===== src/rtl/mpe_pkg.sv =====
// Package: shared types and constants for the serial mouse packet encoder.
// Assumes a three-button mouse and an 8-bit byte stream.
package mpe_pkg;
    localparam int          NUM_BTN    = 3;
    localparam logic [7:0]  START_BASE = 8'h87;

    typedef enum logic [2:0] {
        PK_IDLE,
        PK_XB,
        PK_YB,
        PK_Z1,
        PK_Z2
    } pk_state_e;
endpackage


===== src/rtl/mpe_accum.sv =====
// Motion and button state keeper.
// Sums signed X deltas and negated Y deltas into saturating accumulators,
// subtracts the amounts the packer reports, tracks held buttons and an
// event flag. Assumes take_x/take_y are zero when no byte is reported.
module mpe_accum #(
    parameter int DELTA_W = 8,
    parameter int ACC_W   = 16
) (
    input  logic                       clk,
    input  logic                       rst_n,
    input  logic                       mv_valid,
    input  logic signed [DELTA_W-1:0]  mv_dx,
    input  logic signed [DELTA_W-1:0]  mv_dy,
    input  logic [mpe_pkg::NUM_BTN-1:0] btn_press,
    input  logic [mpe_pkg::NUM_BTN-1:0] btn_release,
    input  logic signed [7:0]          take_x,
    input  logic signed [7:0]          take_y,
    input  logic                       evt_clr,
    output logic signed [ACC_W-1:0]    acc_x,
    output logic signed [ACC_W-1:0]    acc_y,
    output logic [mpe_pkg::NUM_BTN-1:0] btn_held,
    output logic                       evt
);
    localparam int SUM_W = ACC_W + 2;
    localparam logic signed [SUM_W-1:0] MAX_S =
        $signed({{(SUM_W-ACC_W+1){1'b0}}, {(ACC_W-1){1'b1}}});
    localparam logic signed [SUM_W-1:0] MIN_S = -MAX_S - 1;
    localparam logic signed [ACC_W-1:0] ACC_MAX = {1'b0, {(ACC_W-1){1'b1}}};

    logic signed [SUM_W-1:0] dx_ext, dy_ext, sum_x, sum_y;
    logic                    any_btn;

    function automatic logic signed [ACC_W-1:0] sat(input logic signed [SUM_W-1:0] v);
        if (v > MAX_S)      return MAX_S[ACC_W-1:0];
        else if (v < MIN_S) return MIN_S[ACC_W-1:0];
        else                return v[ACC_W-1:0];
    endfunction

    // Form the next accumulator values at full width before saturation.
    always_comb begin
        dx_ext = mv_valid ? SUM_W'(mv_dx) : {SUM_W{1'b0}};
        dy_ext = mv_valid ? SUM_W'(mv_dy) : {SUM_W{1'b0}};
        sum_x  = SUM_W'(acc_x) + dx_ext - SUM_W'(take_x);
        sum_y  = SUM_W'(acc_y) - dy_ext - SUM_W'(take_y);
        any_btn = |(btn_press | btn_release);
    end

    // Register accumulators, held buttons and the event flag.
    always_ff @(posedge clk) begin
        if (!rst_n) begin
            acc_x    <= '0;
            acc_y    <= '0;
            btn_held <= '0;
            evt      <= 1'b0;
        end else begin
            acc_x    <= sat(sum_x);
            acc_y    <= sat(sum_y);
            btn_held <= (btn_held & ~btn_release) | btn_press;
            evt      <= (evt & ~evt_clr) | any_btn;
        end
    end

    assert_take_range_R3: assert property (@(posedge clk) disable iff (!rst_n)
        (take_x != 8'h80) && (take_y != 8'h80));

    assert_sat_hold_R6: assert property (@(posedge clk) disable iff (!rst_n)
        (mv_valid && !mv_dx[DELTA_W-1] && take_x == 8'sd0 && acc_x == ACC_MAX)
        |=> acc_x == ACC_MAX);

    assert_evt_set_R5: assert property (@(posedge clk) disable iff (!rst_n)
        (|(btn_press | btn_release)) |=> evt);
endmodule


===== src/rtl/mpe_packer.sv =====
// Packet sequencer.
// On sync (or a held sync) with pending motion or button events, writes the
// start byte, clamped X, clamped Y and two zero bytes on five consecutive
// cycles, and reports the clamped amounts back to the accumulators.
// Assumes the FIFO accepts or drops each byte in the cycle it is offered.
module mpe_packer #(
    parameter int ACC_W = 16
) (
    input  logic                        clk,
    input  logic                        rst_n,
    input  logic                        sync_req,
    input  logic signed [ACC_W-1:0]     acc_x,
    input  logic signed [ACC_W-1:0]     acc_y,
    input  logic [mpe_pkg::NUM_BTN-1:0] btn_held,
    input  logic                        evt,
    output logic                        push,
    output logic [7:0]                  push_data,
    output logic signed [7:0]           take_x,
    output logic signed [7:0]           take_y,
    output logic                        evt_clr
);
    import mpe_pkg::*;

    localparam logic signed [ACC_W-1:0] LIM  = ACC_W'(127);
    localparam logic signed [ACC_W-1:0] NLIM = -LIM;

    pk_state_e        state_q, state_d;
    logic             pend_q;
    logic             has_work, go;
    logic signed [7:0] clamp_x, clamp_y;

    function automatic logic signed [7:0] clamp7(input logic signed [ACC_W-1:0] a);
        if (a > LIM)       return 8'sd127;
        else if (a < NLIM) return -8'sd127;
        else               return a[7:0];
    endfunction

    // Decide whether a packet starts and compute the clamped motion bytes.
    always_comb begin
        has_work = (acc_x != '0) || (acc_y != '0) || evt;
        go       = (state_q == PK_IDLE) && (sync_req || pend_q) && has_work;
        clamp_x  = clamp7(acc_x);
        clamp_y  = clamp7(acc_y);
    end

    // Drive the byte, the take amounts and the next state for each step.
    always_comb begin
        push      = 1'b0;
        push_data = 8'h00;
        take_x    = 8'sd0;
        take_y    = 8'sd0;
        evt_clr   = 1'b0;
        state_d   = state_q;
        case (state_q)
            PK_IDLE: if (go) begin
                push      = 1'b1;
                push_data = START_BASE ^ 8'(btn_held);
                evt_clr   = 1'b1;
                state_d   = PK_XB;
            end
            PK_XB: begin
                push      = 1'b1;
                push_data = clamp_x;
                take_x    = clamp_x;
                state_d   = PK_YB;
            end
            PK_YB: begin
                push      = 1'b1;
                push_data = clamp_y;
                take_y    = clamp_y;
                state_d   = PK_Z1;
            end
            PK_Z1: begin
                push    = 1'b1;
                state_d = PK_Z2;
            end
            PK_Z2: begin
                push    = 1'b1;
                state_d = PK_IDLE;
            end
            default: state_d = PK_IDLE;
        endcase
    end

    // Advance the sequencer and hold a sync seen while busy.
    always_ff @(posedge clk) begin
        if (!rst_n) begin
            state_q <= PK_IDLE;
            pend_q  <= 1'b0;
        end else begin
            state_q <= state_d;
            pend_q  <= (state_q == PK_IDLE) ? 1'b0 : (pend_q | sync_req);
        end
    end

    assert_busy_push_R9: assert property (@(posedge clk) disable iff (!rst_n)
        (state_q != PK_IDLE) |-> push);

    assert_tail_zero_R4: assert property (@(posedge clk) disable iff (!rst_n)
        (state_q == PK_Z1 || state_q == PK_Z2) |-> (push_data == 8'h00));

    assert_no_empty_pkt_R5: assert property (@(posedge clk) disable iff (!rst_n)
        (push && state_q == PK_IDLE) |-> (acc_x != '0 || acc_y != '0 || evt));

    assert_sync_held_R10: assert property (@(posedge clk) disable iff (!rst_n)
        (state_q != PK_IDLE && sync_req) |=> pend_q);
endmodule


===== src/rtl/mpe_byte_fifo.sv =====
// Byte FIFO with drop-on-full.
// Accepts a byte when it holds fewer than DEPTH entries, otherwise drops it.
// Raises a one-cycle availability pulse when it leaves the empty state.
module mpe_byte_fifo #(
    parameter int WIDTH = 8,
    parameter int DEPTH = 16
) (
    input  logic             clk,
    input  logic             rst_n,
    input  logic             push,
    input  logic [WIDTH-1:0] push_data,
    output logic             out_valid,
    output logic [WIDTH-1:0] out_data,
    input  logic             out_ready,
    output logic             rx_avail
);
    localparam int AW = (DEPTH > 1) ? $clog2(DEPTH) : 1;
    localparam int CW = $clog2(DEPTH + 1);
    localparam logic [CW-1:0] FULL_CNT = CW'(DEPTH);
    localparam logic [AW-1:0] LAST_PTR = AW'(DEPTH - 1);

    logic [WIDTH-1:0] mem [DEPTH];
    logic [AW-1:0]    wptr, rptr;
    logic [CW-1:0]    count;
    logic             push_ok, pop, avail_q;

    // Qualify the write and read handshakes.
    always_comb begin
        push_ok = push && (count != FULL_CNT);
        pop     = (count != '0) && out_ready;
    end

    // Store accepted bytes.
    always_ff @(posedge clk) begin
        if (push_ok) mem[wptr] <= push_data;
    end

    // Move pointers, track occupancy and form the availability pulse.
    always_ff @(posedge clk) begin
        if (!rst_n) begin
            wptr    <= '0;
            rptr    <= '0;
            count   <= '0;
            avail_q <= 1'b0;
        end else begin
            if (push_ok) wptr <= (wptr == LAST_PTR) ? '0 : wptr + 1'b1;
            if (pop)     rptr <= (rptr == LAST_PTR) ? '0 : rptr + 1'b1;
            case ({push_ok, pop})
                2'b10:   count <= count + 1'b1;
                2'b01:   count <= count - 1'b1;
                default: count <= count;
            endcase
            avail_q <= push_ok && (count == '0);
        end
    end

    assign out_valid = (count != '0);
    assign out_data  = mem[rptr];
    assign rx_avail  = avail_q;

    assert_count_bound_R7: assert property (@(posedge clk) disable iff (!rst_n)
        count <= FULL_CNT);

    assert_stall_stable_R7: assert property (@(posedge clk) disable iff (!rst_n)
        (out_valid && !out_ready) |=> (out_valid && $stable(out_data)));

    assert_avail_pulse_R8: assert property (@(posedge clk) disable iff (!rst_n)
        rx_avail |=> !rx_avail);

    assert_avail_valid_R8: assert property (@(posedge clk) disable iff (!rst_n)
        rx_avail |-> out_valid);
endmodule


===== src/rtl/mouse_pkt_encoder.sv =====
// Top of the serial mouse packet encoder.
// Connects the accumulator, the packet sequencer and the output byte FIFO.
// Assumes all inputs are synchronous to clk.
module mouse_pkt_encoder #(
    parameter int DELTA_W    = 8,
    parameter int ACC_W      = 16,
    parameter int FIFO_DEPTH = 16
) (
    input  logic               clk,
    input  logic               rst_n,
    input  logic               mv_valid,
    input  logic [DELTA_W-1:0] mv_dx,
    input  logic [DELTA_W-1:0] mv_dy,
    input  logic [2:0]         btn_press,
    input  logic [2:0]         btn_release,
    input  logic               sync_req,
    output logic               out_valid,
    output logic [7:0]         out_data,
    input  logic               out_ready,
    output logic               rx_avail
);
    logic signed [ACC_W-1:0] acc_x, acc_y;
    logic [2:0]              btn_held;
    logic                    evt, evt_clr, push;
    logic [7:0]              push_data;
    logic signed [7:0]       take_x, take_y;

    mpe_accum #(.DELTA_W(DELTA_W), .ACC_W(ACC_W)) u_accum (
        .clk        (clk),
        .rst_n      (rst_n),
        .mv_valid   (mv_valid),
        .mv_dx      ($signed(mv_dx)),
        .mv_dy      ($signed(mv_dy)),
        .btn_press  (btn_press),
        .btn_release(btn_release),
        .take_x     (take_x),
        .take_y     (take_y),
        .evt_clr    (evt_clr),
        .acc_x      (acc_x),
        .acc_y      (acc_y),
        .btn_held   (btn_held),
        .evt        (evt)
    );

    mpe_packer #(.ACC_W(ACC_W)) u_packer (
        .clk      (clk),
        .rst_n    (rst_n),
        .sync_req (sync_req),
        .acc_x    (acc_x),
        .acc_y    (acc_y),
        .btn_held (btn_held),
        .evt      (evt),
        .push     (push),
        .push_data(push_data),
        .take_x   (take_x),
        .take_y   (take_y),
        .evt_clr  (evt_clr)
    );

    mpe_byte_fifo #(.WIDTH(8), .DEPTH(FIFO_DEPTH)) u_fifo (
        .clk      (clk),
        .rst_n    (rst_n),
        .push     (push),
        .push_data(push_data),
        .out_valid(out_valid),
        .out_data (out_data),
        .out_ready(out_ready),
        .rx_avail (rx_avail)
    );
endmodule


===== config.mk =====
export PLATFORM = sky130hd
export DESIGN_NAME = mouse_pkt_encoder
export DESIGN_NICKNAME = d
export VERILOG_FILES = /design/src/rtl/mpe_pkg.sv /design/src/rtl/mpe_accum.sv /design/src/rtl/mpe_packer.sv /design/src/rtl/mpe_byte_fifo.sv /design/src/rtl/mouse_pkt_encoder.sv
export SDC_FILE = /design/constraint.sdc
export NUM_CORES = 1
export LEC_CHECK = 0
export BUFFER_PORTS_ARGS = -buffer_cell sky130_fd_sc_hd__buf_2
export CORE_ASPECT_RATIO = 0.6
export CORE_UTILIZATION = 60
export CTS_CLUSTER_SIZE = 40
export DETAILED_ROUTE_END_ITERATION = 16
export PLACE_DENSITY = 0.88
export SYNTH_ARGS = -nofsm -noshare
export SYNTH_HDL_FRONTEND = slang
export SYNTH_HIERARCHICAL = 1
export SYNTH_SLANG_ARGS = --single-unit
export TNS_END_PERCENT = 50

===== constraint.sdc =====
create_clock -name clk -period 13.1 [get_ports clk]
set_clock_uncertainty 0.2 [all_clocks]
set_input_delay 0.655 -clock clk [delete_from_list [all_inputs] [get_ports clk]]
set_output_delay 0.655 -clock clk [all_outputs]
set_load 0.05 [all_outputs]

* Word level (Yosys, flattened, before mapping)
Memories as Yosys holds them, arrays and structs flattened. A register that Yosys moved wholly into a read port is not among the register bits. Index checks and enable logic that the tools add are counted. Widths: inputs -> output; s select.
Storage, ports and cells: memories 1, memory bits (writable) 128, input bits 27, register bits 54
Cells by class: eq/ne operators 10, muxes and demuxes 26, add/sub/neg operators 8, bitwise gates (word level) 10, reduce and logical (&&, ||, !) cells 19, magnitude comparators 8
Memories:
- u_fifo.mem | words 16, bits a word 8, rd ports 1, clocked after memory_dff 1, wr ports 1, RTL line mpe_byte_fifo.sv:22 | logic [WIDTH-1:0] mem [DEPTH];
Operators with widths (count):
- $mux 8 | 7
- $gt 18x16->1 const B | 2
- $lt 18x16->1 const B | 2
- $mux 18 | 2
- $sub 18x8->18 | 2
- $gt 16x8->1 const B | 2
- $lt 16x8->1 const B | 2
- $mux 16 | 2
- $reduce_bool 16->1 | 2
- $mux 15 | 2
- $pmux 8 s3 | 1
- $add 16x18->18 | 1
- $sub 16x18->18 | 1
- $mux 4 | 4
- $pmux 3 s4 | 1
- $pmux 5 s2 | 1
- $add 4x1->4 const B | 2
- $eq 4x4->1 const B | 2
- $eq 3x2->1 const B | 2
- $or 3x3->3 | 2
- $reduce_or 2->1 | 3
- $add 5x1->5 const B | 1
- $logic_and 1x1->1 | 5
- $logic_not 5->1 | 1
- 22 further kinds | 29

* Logic depth before layout (Yosys ltp)
Gate-level depths: netlist of the first run.
word-level depth 9, depth in mapped cells 19, mapped depth without buffers 17

* Cells and area by module
The synthesis of the first run kept the hierarchy.
By module, submodules not included:
- mpe_byte_fifo | times used 1, cells an instance 296, area an instance 5965.7 µm², seq. area each 4204.0 µm²
- mpe_accum | times used 1, cells an instance 445, area an instance 3833.7 µm², seq. area each 720.7 µm²
- mpe_packer | times used 1, cells an instance 97, area an instance 716.9 µm², seq. area each 80.1 µm²

* Worst setup path after synthesis of the first run
Ideal clock, no wire load.
path kind reg2reg, from reg u_packer.state_q[0], to reg u_accum.acc_x[10], arrival 4029 ps, setup slack 8755 ps, buffers on the path 2, setup time 116 ps, clock period less this slack 4345 ps, cell stages (with the launch flop) 14, cell sequence dfxtp_1 buf_2 or3b_1 nor2_1 inv_1 fa_1 ha_1 a21o_1 a2111oi_0 a21oi_1 xnor2_1 o21ai_2 buf_6 a31o_1
On the way: cells in the longest elaborated chain, start to end 6, elaborated cells on any way between the ends 7
RTL lines:
- start: declaration | RTL line mpe_packer.sv:27 | pk_state_e state_q, state_d;
- start signal: assignment | RTL line mpe_packer.sv:91 | state_q <= state_d;
- $eq 3x1->1 * | RTL line mpe_packer.sv:54 | case (state_q)
- $mux 8 * | RTL line mpe_packer.sv:54
- via take_x[7] | RTL line mouse_pkt_encoder.sv:26 | logic signed [7:0] take_x, take_y;
- $sub 18x8->18 * | RTL line mpe_accum.sv:43 | sum_x = SUM_W'(acc_x) + dx_ext - SUM_W'(take_x);
- $lt 18x16->1 | RTL line mpe_accum.sv:35 | else if (v < MIN_S) return MIN_S[ACC_W-1:0];
- $mux 16 | RTL line mpe_accum.sv:35
- $mux 15 * | RTL line mpe_accum.sv:34 | if (v > MAX_S) return MAX_S[ACC_W-1:0];
- end signal: assignment | RTL line mpe_accum.sv:56 | acc_x <= sat(sum_x);
- end: declaration | RTL line mpe_accum.sv:19 | output logic signed [ACC_W-1:0] acc_x,
The timed path passes the listed nets; every way through them passes the cells marked *. A chain may end at the register's enable or synchronous reset.

* Worst setup path in the final report of the first run
from reg u_accum.acc_x[2], to reg u_accum.acc_x[2]
On the way: cells in the longest elaborated chain, start to end 8, elaborated cells on any way between the ends 11
RTL lines:
- $lt 16x8->1 | RTL line mpe_packer.sv:34 | else if (a < NLIM) return -8'sd127;
- $mux 8 | RTL line mpe_packer.sv:34
- $mux 8 * | RTL line mpe_packer.sv:33 | if (a > LIM) return 8'sd127;
- $mux 8 * | RTL line mpe_packer.sv:54
- via take_x[3] | RTL line mouse_pkt_encoder.sv:26
- $sub 18x8->18 * | RTL line mpe_accum.sv:43
- $lt 18x16->1 | RTL line mpe_accum.sv:35
- $mux 16 | RTL line mpe_accum.sv:35
- $mux 15 * | RTL line mpe_accum.sv:34
Marks and branches as above.

==> results summary, run 1 <==
In the post-synthesis netlist, the biggest area contributors are sky130_fd_sc_hd__edfxtp_1 37%, sky130_fd_sc_hd__dfxtp_1 11%, sky130_fd_sc_hd__mux4_1 7.0%, sky130_fd_sc_hd__fa_1 6.1%, sky130_fd_sc_hd__ha_1 5.4%. The initial antenna violation count came out at 1. The total number of cells along the worst setup path is 14. The post-CTS clock slew at the launch and capture registers of the worst setup and hold paths came out at roughly 80 ps. The leakage power total came out at between 4 and 5 nW. The total power per unit cell area came out at 279 nW/um^2.

Of the total power, the clock network draws ~16%. Data on the critical path arrives at its endpoint at about 5400 ps. The y dimension of the die is between 100 and 150 um.

In this design, the stage delay of the slowest critical-path cell is around 640 ps. The number of clock buffers inserted by TritonCTS is 17. Setup repair after global routing left no endpoint under its margin.

The final standard cell utilization of the core is about two thirds. The cell with the largest stage delay on the worst path is sky130_fd_sc_hd__o21ai_1. The total core area came out at 17100 sq um. The mux share of post-synthesis cell area is around 10%. The actual transition at the worst max-transition pin is ~1300 ps. The wire length of the first global-routing pass came out at 38900 um. The shortest period the worst path allows came out at about 5200 ps.

The maximum vdd ir drop came out at around 0.23 mV. The worst hold path stage count came out at 3. The post-synthesis share of cell area spent on full adders, half adders and majority gates is a little under an eighth. The number of global-route vias before repair was between 6000 and 7000. The fraction of synthesis flops using an asynchronous set or reset pin is 0%.

The first TritonRoute pass finished after 6 iterations. The initial utilization of the core area, before any placement, comes to 61.4%. Measured along the x axis, the die boundary spans about 170 um. The number of ports placed on the die boundary came out at 37. In this run the deepest clock path goes through 2 buffers. Summed over all nets, the half-perimeter wirelength after detailed placement is 17300 um. The count of final hold-check violations is 0. The analysis attributes to net switching a power of around 1.4 mW. The Yosys step of the flow raised 6 warnings. Of the post-synthesis cell area, the dominant cell type holds a little over a third.

The maximum achievable frequency is roughly 190 MHz. The final setup slack of the worst path came out at ~8000 ps. The synthesized netlist cell count came out at approximately 840. The netlist area before placement is between 10000 and 15000 sq um. STA classifies the critical path startpoint as a flop.

In this run the most used layer during global routing was met1. The depth of the most critical reg-to-reg path is 14. The share of the synthesized area in compound gates (AO/OA/AOI/OAI) came out at ~14%.

The placer congestion estimate came out at 0.929. The total overflow left after global routing is 0. The number of distinct library cells after synthesis is between 80 and 90. STA classifies the critical path endpoint as a flop.

The worst relative slew slack came out at 10.9%. The required time of the critical path came out at approximately 13000 ps. The H-tree level count is 4. The DRC violations left is 0. The number of standard-cell rows in the floorplan is 37. The count of fill cells added during filler insertion is 1189. The instance area at placement came out at 10900 sq um. The area overhead of the layout relative to synthesis came out at 9.11%. For this run, global-route usage on met2 was measured as 42.5%. The pin count of the biggest net entering global routing is 45. sky130_fd_sc_hd__edfxtp_1 takes more of the synthesized area than any other cell.

The basic-gate share of the synthesized area counting and, or, nand and nor cells is 9.09%. The final number of setup-violating endpoints is 0. The clock network latency to the later pin of the worst-skew pair came out at 440 ps. The worst min-delay path category is input port to flop. The number of DRC violations after detailed-routing iteration 0 is 1060.

The clock sink count is 186. The minimum setup slack after placement is approximately 8200 ps. The sequential fraction of the synthesis area came out at between 40 and 50%.

The TritonCTS clock tree is yes. The remaining antenna violation count is 0. The worst setup path is of the flop to flop kind. Among cell families on the critical path, the largest total delay comes from compound AO/OA/AOI/OAI gates. Walking the worst path, the cells encountered are nor4_1 -> a211oi_1 -> o21ai_1 -> o21ai_0 -> fa_1 -> inv_1 -> ha_1 -> o21ai_0 -> a21oi_1 -> o31ai_1 -> a21oi_1 -> xnor2_1 -> o21ai_2 -> a41o_2. The post-CTS setup-driven buffer insertion count is 0.

The cell sitting at the root of the clock tree is a sky130_fd_sc_hd__clkbuf_16. The share of the clock period used by the worst path is 39.9%. The cell-internal power came out at about 1.8 mW.

The per-cell routed wire length is around 22 um. Sequential cells burn between 20 and 30% of the power. The total negative setup slack is 0 ps.

The overall die area came out at around 18000 sq um. The count of input and output buffers came out at 36. The number of register bits inferred by synthesis is 186. Of all nets on the critical path, the largest fanout is 15. Synthesis produced a netlist with a net count of 942. The final design instance area without fill came out at between 10000 and 15000 sq um. The count of flip-flops with a built-in enable after synthesis is 128. The average cell area after synthesis is 12.5 sq um.

The combined buffer and inverter count along the critical path is 1. The net count of the finished layout came out at just under 1000. The switching portion of total power came out at a little under half. Across the run, the number of max-cap violations was 0. Among all flip-flop cells after synthesis, the most frequent one is sky130_fd_sc_hd__edfxtp_1.

The met1 capacity usage during global routing is 43.0%. The share of the synthesized netlist area taken by xor and xnor gates is 2.33%. The global-route usage over all layers is between 20% and 30%. The number of buffers inserted by hold repair at cts came out at 0. The final route contains roughly 7000 vias. The mean number of vias per cell is about 6.4. Global routing consumed, on the met3 layer, between 5 and 6% of the routing resources.

The total length of routed wires came out at ~25000 um. The fraction of layout instances using a drive strength above 1 is about 15%. After synthesis, the largest family of logic cells by area is compound AO/OA/AOI/OAI gates. The run finished with clean final reports.

The number of max-slew violations in the final report came out at 0. The post-cts sizing count is 0. The part of the power in combinational logic is a little under three fifths.
## flip-flops by register name (all words and copies together), names as in the netlist, named ones only
register,cells
u_fifo/count,5
u_fifo/rx_avail,1
u_accum/evt,1
u_fifo/rptr,4
u_accum/acc_y,16
u_accum/btn_held,3
u_accum/acc_x,16
u_fifo/wptr,4
u_fifo/mem,128
u_packer/pend_q,1
u_packer/state_q,3
## worst min-delay path: stages
cell and delay, ps:
sky130_fd_sc_hd__buf_2 90, sky130_fd_sc_hd__a21oi_1 40, sky130_fd_sc_hd__nor2_1 70
## power by group through the flow
stage / clock network [mW] / logic [mW] / registers, mW
floorplan: 0 / 1.41 / 0.858
global placement: 0 / 1.65 / 0.902
detailed placement: 0 / 1.72 / 0.912
CTS: 0.523 / 1.74 / 0.901
global route: 0.548 / 1.93 / 0.915
finish: 0.517 / 1.78 / 0.903
## routing by layer
metal / up-vias / routed length, um
li1: 3213 / -
met1: 3547 / 11000
met2: 397 / 10900
met3: 34 / 2380
met4: 0 / 239
met5: - / 0
## Yosys cell counts (14+ instances only)
cell / n
sky130_fd_sc_hd__a21oi_1: 49
sky130_fd_sc_hd__a31o_2: 14
sky130_fd_sc_hd__and2_1: 14
sky130_fd_sc_hd__dfxtp_1: 58
sky130_fd_sc_hd__edfxtp_1: 128
sky130_fd_sc_hd__fa_1: 32
sky130_fd_sc_hd__ha_1: 45
sky130_fd_sc_hd__inv_1: 101
sky130_fd_sc_hd__mux4_1: 28
sky130_fd_sc_hd__nand2_1: 50
sky130_fd_sc_hd__nor2_1: 38
sky130_fd_sc_hd__o21ai_0: 32
sky130_fd_sc_hd__xnor2_1: 16
## cell type report
| class | instances | area, sq um | area share, % |
|---|---|---|---|
| clock buffers | 17 | 425 | 3.71 |
| repair buffers | 41 | 218 | 1.90 |
| well taps | 234 | 293 | 2.55 |
| clock inverters | 15 | 181 | 1.58 |
| multi-input cells | 522 | 4970 | 43.3 |
| flip-flops and latches | 186 | 5010 | 43.6 |
| inverters | 102 | 383 | 3.34 |
| diodes | 1 | 2.50 | 0.0218 |
## per-stage QoR
step,power [mW],cells,hold WS (ps)
global route,3.40,1117,273
detailed placement,2.63,1085,308
global placement,2.55,1085,291
floorplan,2.26,838,252
finish,3.20,1118,250
CTS,3.17,1117,239
## cells by family after synthesis
logic type      count (synthesis)
compound gates                199
flops                         186
simple gates                  172
buf+inv                       130
fa+ha+maj                      77
mux                            46
xor+xnor                       28
## worst paths after layout
path | start | endpoint | slack, ps
worst max-delay path | u_accum/acc_x[2] | u_accum/acc_x[2] | 7870
worst min-delay path | btn_press[0] | u_accum/btn_held[0] | 250
worst max register to register | u_accum/acc_x[2] | u_accum/acc_x[2] | 7870
worst min register to register | u_fifo/count[4] | u_fifo/count[4] | 320
## cells in the final DEF (no fill, tap or decap), drive strengths merged, types with 27 or more instances in the layout
cell type	Yosys	layout
edfxtp	128	128
inv	101	109
dfxtp	58	58
nand2	50	50
a21oi	49	49
ha	45	45
buf	18	41
o21ai	40	40
mux4	40	40
nor2	39	39
fa	32	32
a31o	27	27
Power figures use the tool's default switching activity.
==> inputs of run 2 (changes only) <==
==> constraint.sdc (replaced) <==
create_clock -name clk -period 5.2 [get_ports clk]
set_clock_uncertainty 0.2 [all_clocks]
set_input_delay 0.26 -clock clk [delete_from_list [all_inputs] [get_ports clk]]
set_output_delay 0.26 -clock clk [all_outputs]
set_load 0.05 [all_outputs]
==> run 2 against run 1 <==
Effect of this change: clock-buffer cell count is the same; cell count grew 1.2%; global-route usage shrank 0.43 points; critical path depth is the same; total power grew to 2.5 times the previous value; fmax grew 4.1%; non-clock buffer count grew 14; sequential power grew to 2.5 times the previous value; wire length shrank 1.0%; core utilization grew 0.89 points; hold slack lost 220 ps; critical endpoint is now u_accum/acc_y[1].
==> results summary, run 2 (same netlist as run 1, synthesis figures left out) <==
Leaving out fill and tap cells, the most frequent cell in the layout is sky130_fd_sc_hd__edfxtp_1. The most critical setup path has its startpoint at u_accum/acc_y[7]. The DRC violations left is 0 (unchanged).

The estimated wirelength of the detail-placed design is 17000 um (-2.0%). The worst flop-to-flop path endpoint is u_accum/acc_y[1]. The worst setup path is launched from a flop. The fraction of layout instances using a drive strength above 1 is 15.7% (+0.66 points). The tree is rooted in a sky130_fd_sc_hd__clkbuf_16. The placer congestion estimate is 0.940 (+1.2%).

The shortest period the worst path allows is 5020 ps (-208 ps). The largest registers in the layout are u_fifo/mem: 128 flops, u_accum/acc_x: 16 flops, u_accum/acc_y: 16 flops. The mean number of vias per cell came out at 6.47 (+0.51%). The slack of the worst reg-to-reg path came out at 180 ps (-7690 ps). The depth of the most critical reg-to-reg path is 14 (unchanged). The TritonCTS clock tree is yes. The final number of setup-violating endpoints was 0 (unchanged). The number of standard-cell rows in the floorplan came out at 37 (unchanged).

The pin count of the biggest net entering global routing came to 45 (unchanged). STA classifies the critical path endpoint as a flop. The run finished with clean final reports.

The final standard cell utilization of the core is 67.9% (+0.89 points). The per-cell routed wire length is 21.5 um (-2.2%). The length of the first detailed-routing pass in iterations came out at 6 (unchanged). The remaining antenna violation count is 0 (unchanged).

The y dimension of the die is 105 um (unchanged). The instance area at placement came out at 10900 sq um (+0.35%). The number of flip-flops under the largest register name is 128 (unchanged). The number of max-slew violations in the final report is 0 (unchanged). The setup path with the least slack is of type flop to flop. The routed via count came out at 7312 (+1.7%).

Setup repair after global routing left no endpoint under its margin. The total power of the final layout came to 8.14 mW (+150%). The initial standard-cell utilization of the core came out at 61.4% (unchanged).

The global-route usage over all layers is 28.0% (-0.43 points). The count of input and output buffers is 36 (unchanged). In this run the critical register-to-register path is launched from u_accum/acc_y[7]. The count of final hold-check violations is 0 (unchanged). The largest fanout of any net on the critical path is 15 (unchanged). The share of the clock period used by the worst path came to 96.6% (+57 points). The post-CTS clock slew at the launch and capture registers of the worst setup and hold paths came out at 70 ps (about the same). The total core area is 17100 sq um (unchanged). The wire length of the first global-routing pass was 38400 um (-1.3%). The final design instance area without fill came out at 11600 sq um (+1.3%). The worst hold slack is 35.0 ps (-215 ps). The H-tree level count came out at 4 (unchanged). Leaving out fill and tap cells, the most frequent cells in the layout are 128 x sky130_fd_sc_hd__edfxtp_1, 101 x sky130_fd_sc_hd__inv_1, 57 x sky130_fd_sc_hd__dfxtp_1. The die width came out at 173 um (unchanged).

The capture point of the worst path is u_accum/acc_y[1]. The clock sink count came out at 186 (unchanged). The aggregate global routing overflow is 0 (unchanged). The number of maximum-capacitance violations is 0 (unchanged).

The area overhead of the layout relative to synthesis is 10.6%. The actual transition at the worst max-transition pin is 1200 ps (-133 ps). The number of DRC violations after detailed-routing iteration 0 came out at 1060 (unchanged). The total negative setup slack is 0 ps (unchanged).

The arrival time at the worst endpoint is 5140 ps (-260 ps). The clock network latency to the later pin of the worst-skew pair is 430 ps (about the same). The total power per unit cell area is 700 nW/um^2 (+150%). The overall die area is 18100 sq um (unchanged). The number of clock buffers inserted by TritonCTS is 17 (unchanged). The register with the most flip-flops in the final layout is u_fifo/mem.

The maximum number of buffers from clock root to sink was 2 (unchanged). The number of ports placed on the die boundary is 37 (unchanged). The maximum vdd ir drop came out at 0.383 mV (+63%).

The number of antenna diodes is 0 (-1). The required time of the critical path is 5320 ps (-7950 ps). The worst min-delay path category is input port to flop.

The maximum achievable frequency is 199 MHz (+4.1%). The number of global-route vias before repair is 6881 (+0.61%). The worst relative slew slack was 19.7% (+8.8 points).

The total length of routed wires was 24300 um (-1.0%). The net count of the finished layout came out at 988 (+1.4%). The initial antenna violation count was 0 (-1). The leakage power total is 4.46 nW (+1.6%).
## run 2: metal layers
metal | share of wire (%) | GRT usage (%) | wire, um | vias to the layer above
met4 | 0.99 | 6.64 | 240 | 0
met1 | 45 | 43.0 | 11000 | 3603
met5 | 0 | 0 | 0 | -
li1 | - | - | - | 3247
met3 | 10 | 6.84 | 2520 | 31
met2 | 43 | 39.9 | 10500 | 431
## run 2: layout make-up
class / count / area [sq um]
clock buffers: 17 / 425
clock inverters: 15 / 181
fillers: 1152 / 5500
inverters: 102 / 383
multi-input cells: 522 / 4980
flip-flops and latches: 186 / 5010
well taps: 234 / 293
repair buffers: 55 / 355
## run 2: repair_timing
item,4_1_cts,5_1_grt
endpoints found under the hold margin,4,0
endpoints found under the setup margin,0,15
hold buffers,8,0
resized for setup,0,3
setup buffers,0,1
## run 2: how the worst min path moves through the flow
stage,start,endpoint,cells past startpoint
3_3_place_gp,btn_press[1],u_accum/btn_held[1],3
2_1_floorplan,rst_n,u_packer/state_q[0],2
6_report,out_ready,flop,4
3_5_place_dp,btn_press[0],u_accum/btn_held[0],3
4_1_cts,sync_req,u_packer/pend_q,3
5_1_grt,sync_req,u_packer/pend_q,3
## run 2: power by group
part	switching (mW)	internal [mW]	leakage, nW	total (mW)
clock network	0.638	0.655	0.295	1.29
logic	2.70	1.88	2.52	4.58
registers	0.305	1.96	1.65	2.27
## run 2: stage by stage
stage	cells	setup slack [ps]
2_1_floorplan	838	855
3_3_place_gp	1090	475
3_5_place_dp	1090	225
4_1_cts	1130	130
5_1_grt	1131	111
6_report	1131	176
## run 2: critical path, stage by stage (launching register included)
cell,delay [ps]
sky130_fd_sc_hd__dfxtp_1,430
sky130_fd_sc_hd__nand4_1,170
sky130_fd_sc_hd__a211oi_1,790
sky130_fd_sc_hd__o221ai_1,280
sky130_fd_sc_hd__inv_1,90
sky130_fd_sc_hd__inv_1,80
sky130_fd_sc_hd__fa_1,480
sky130_fd_sc_hd__ha_1,370
sky130_fd_sc_hd__a21oi_1,320
sky130_fd_sc_hd__a21oi_1,170
sky130_fd_sc_hd__a2111oi_4,470
sky130_fd_sc_hd__a21oi_1,150
sky130_fd_sc_hd__a2bb2oi_2,200
sky130_fd_sc_hd__a21o_1,370
sky130_fd_sc_hd__a31o_2,340
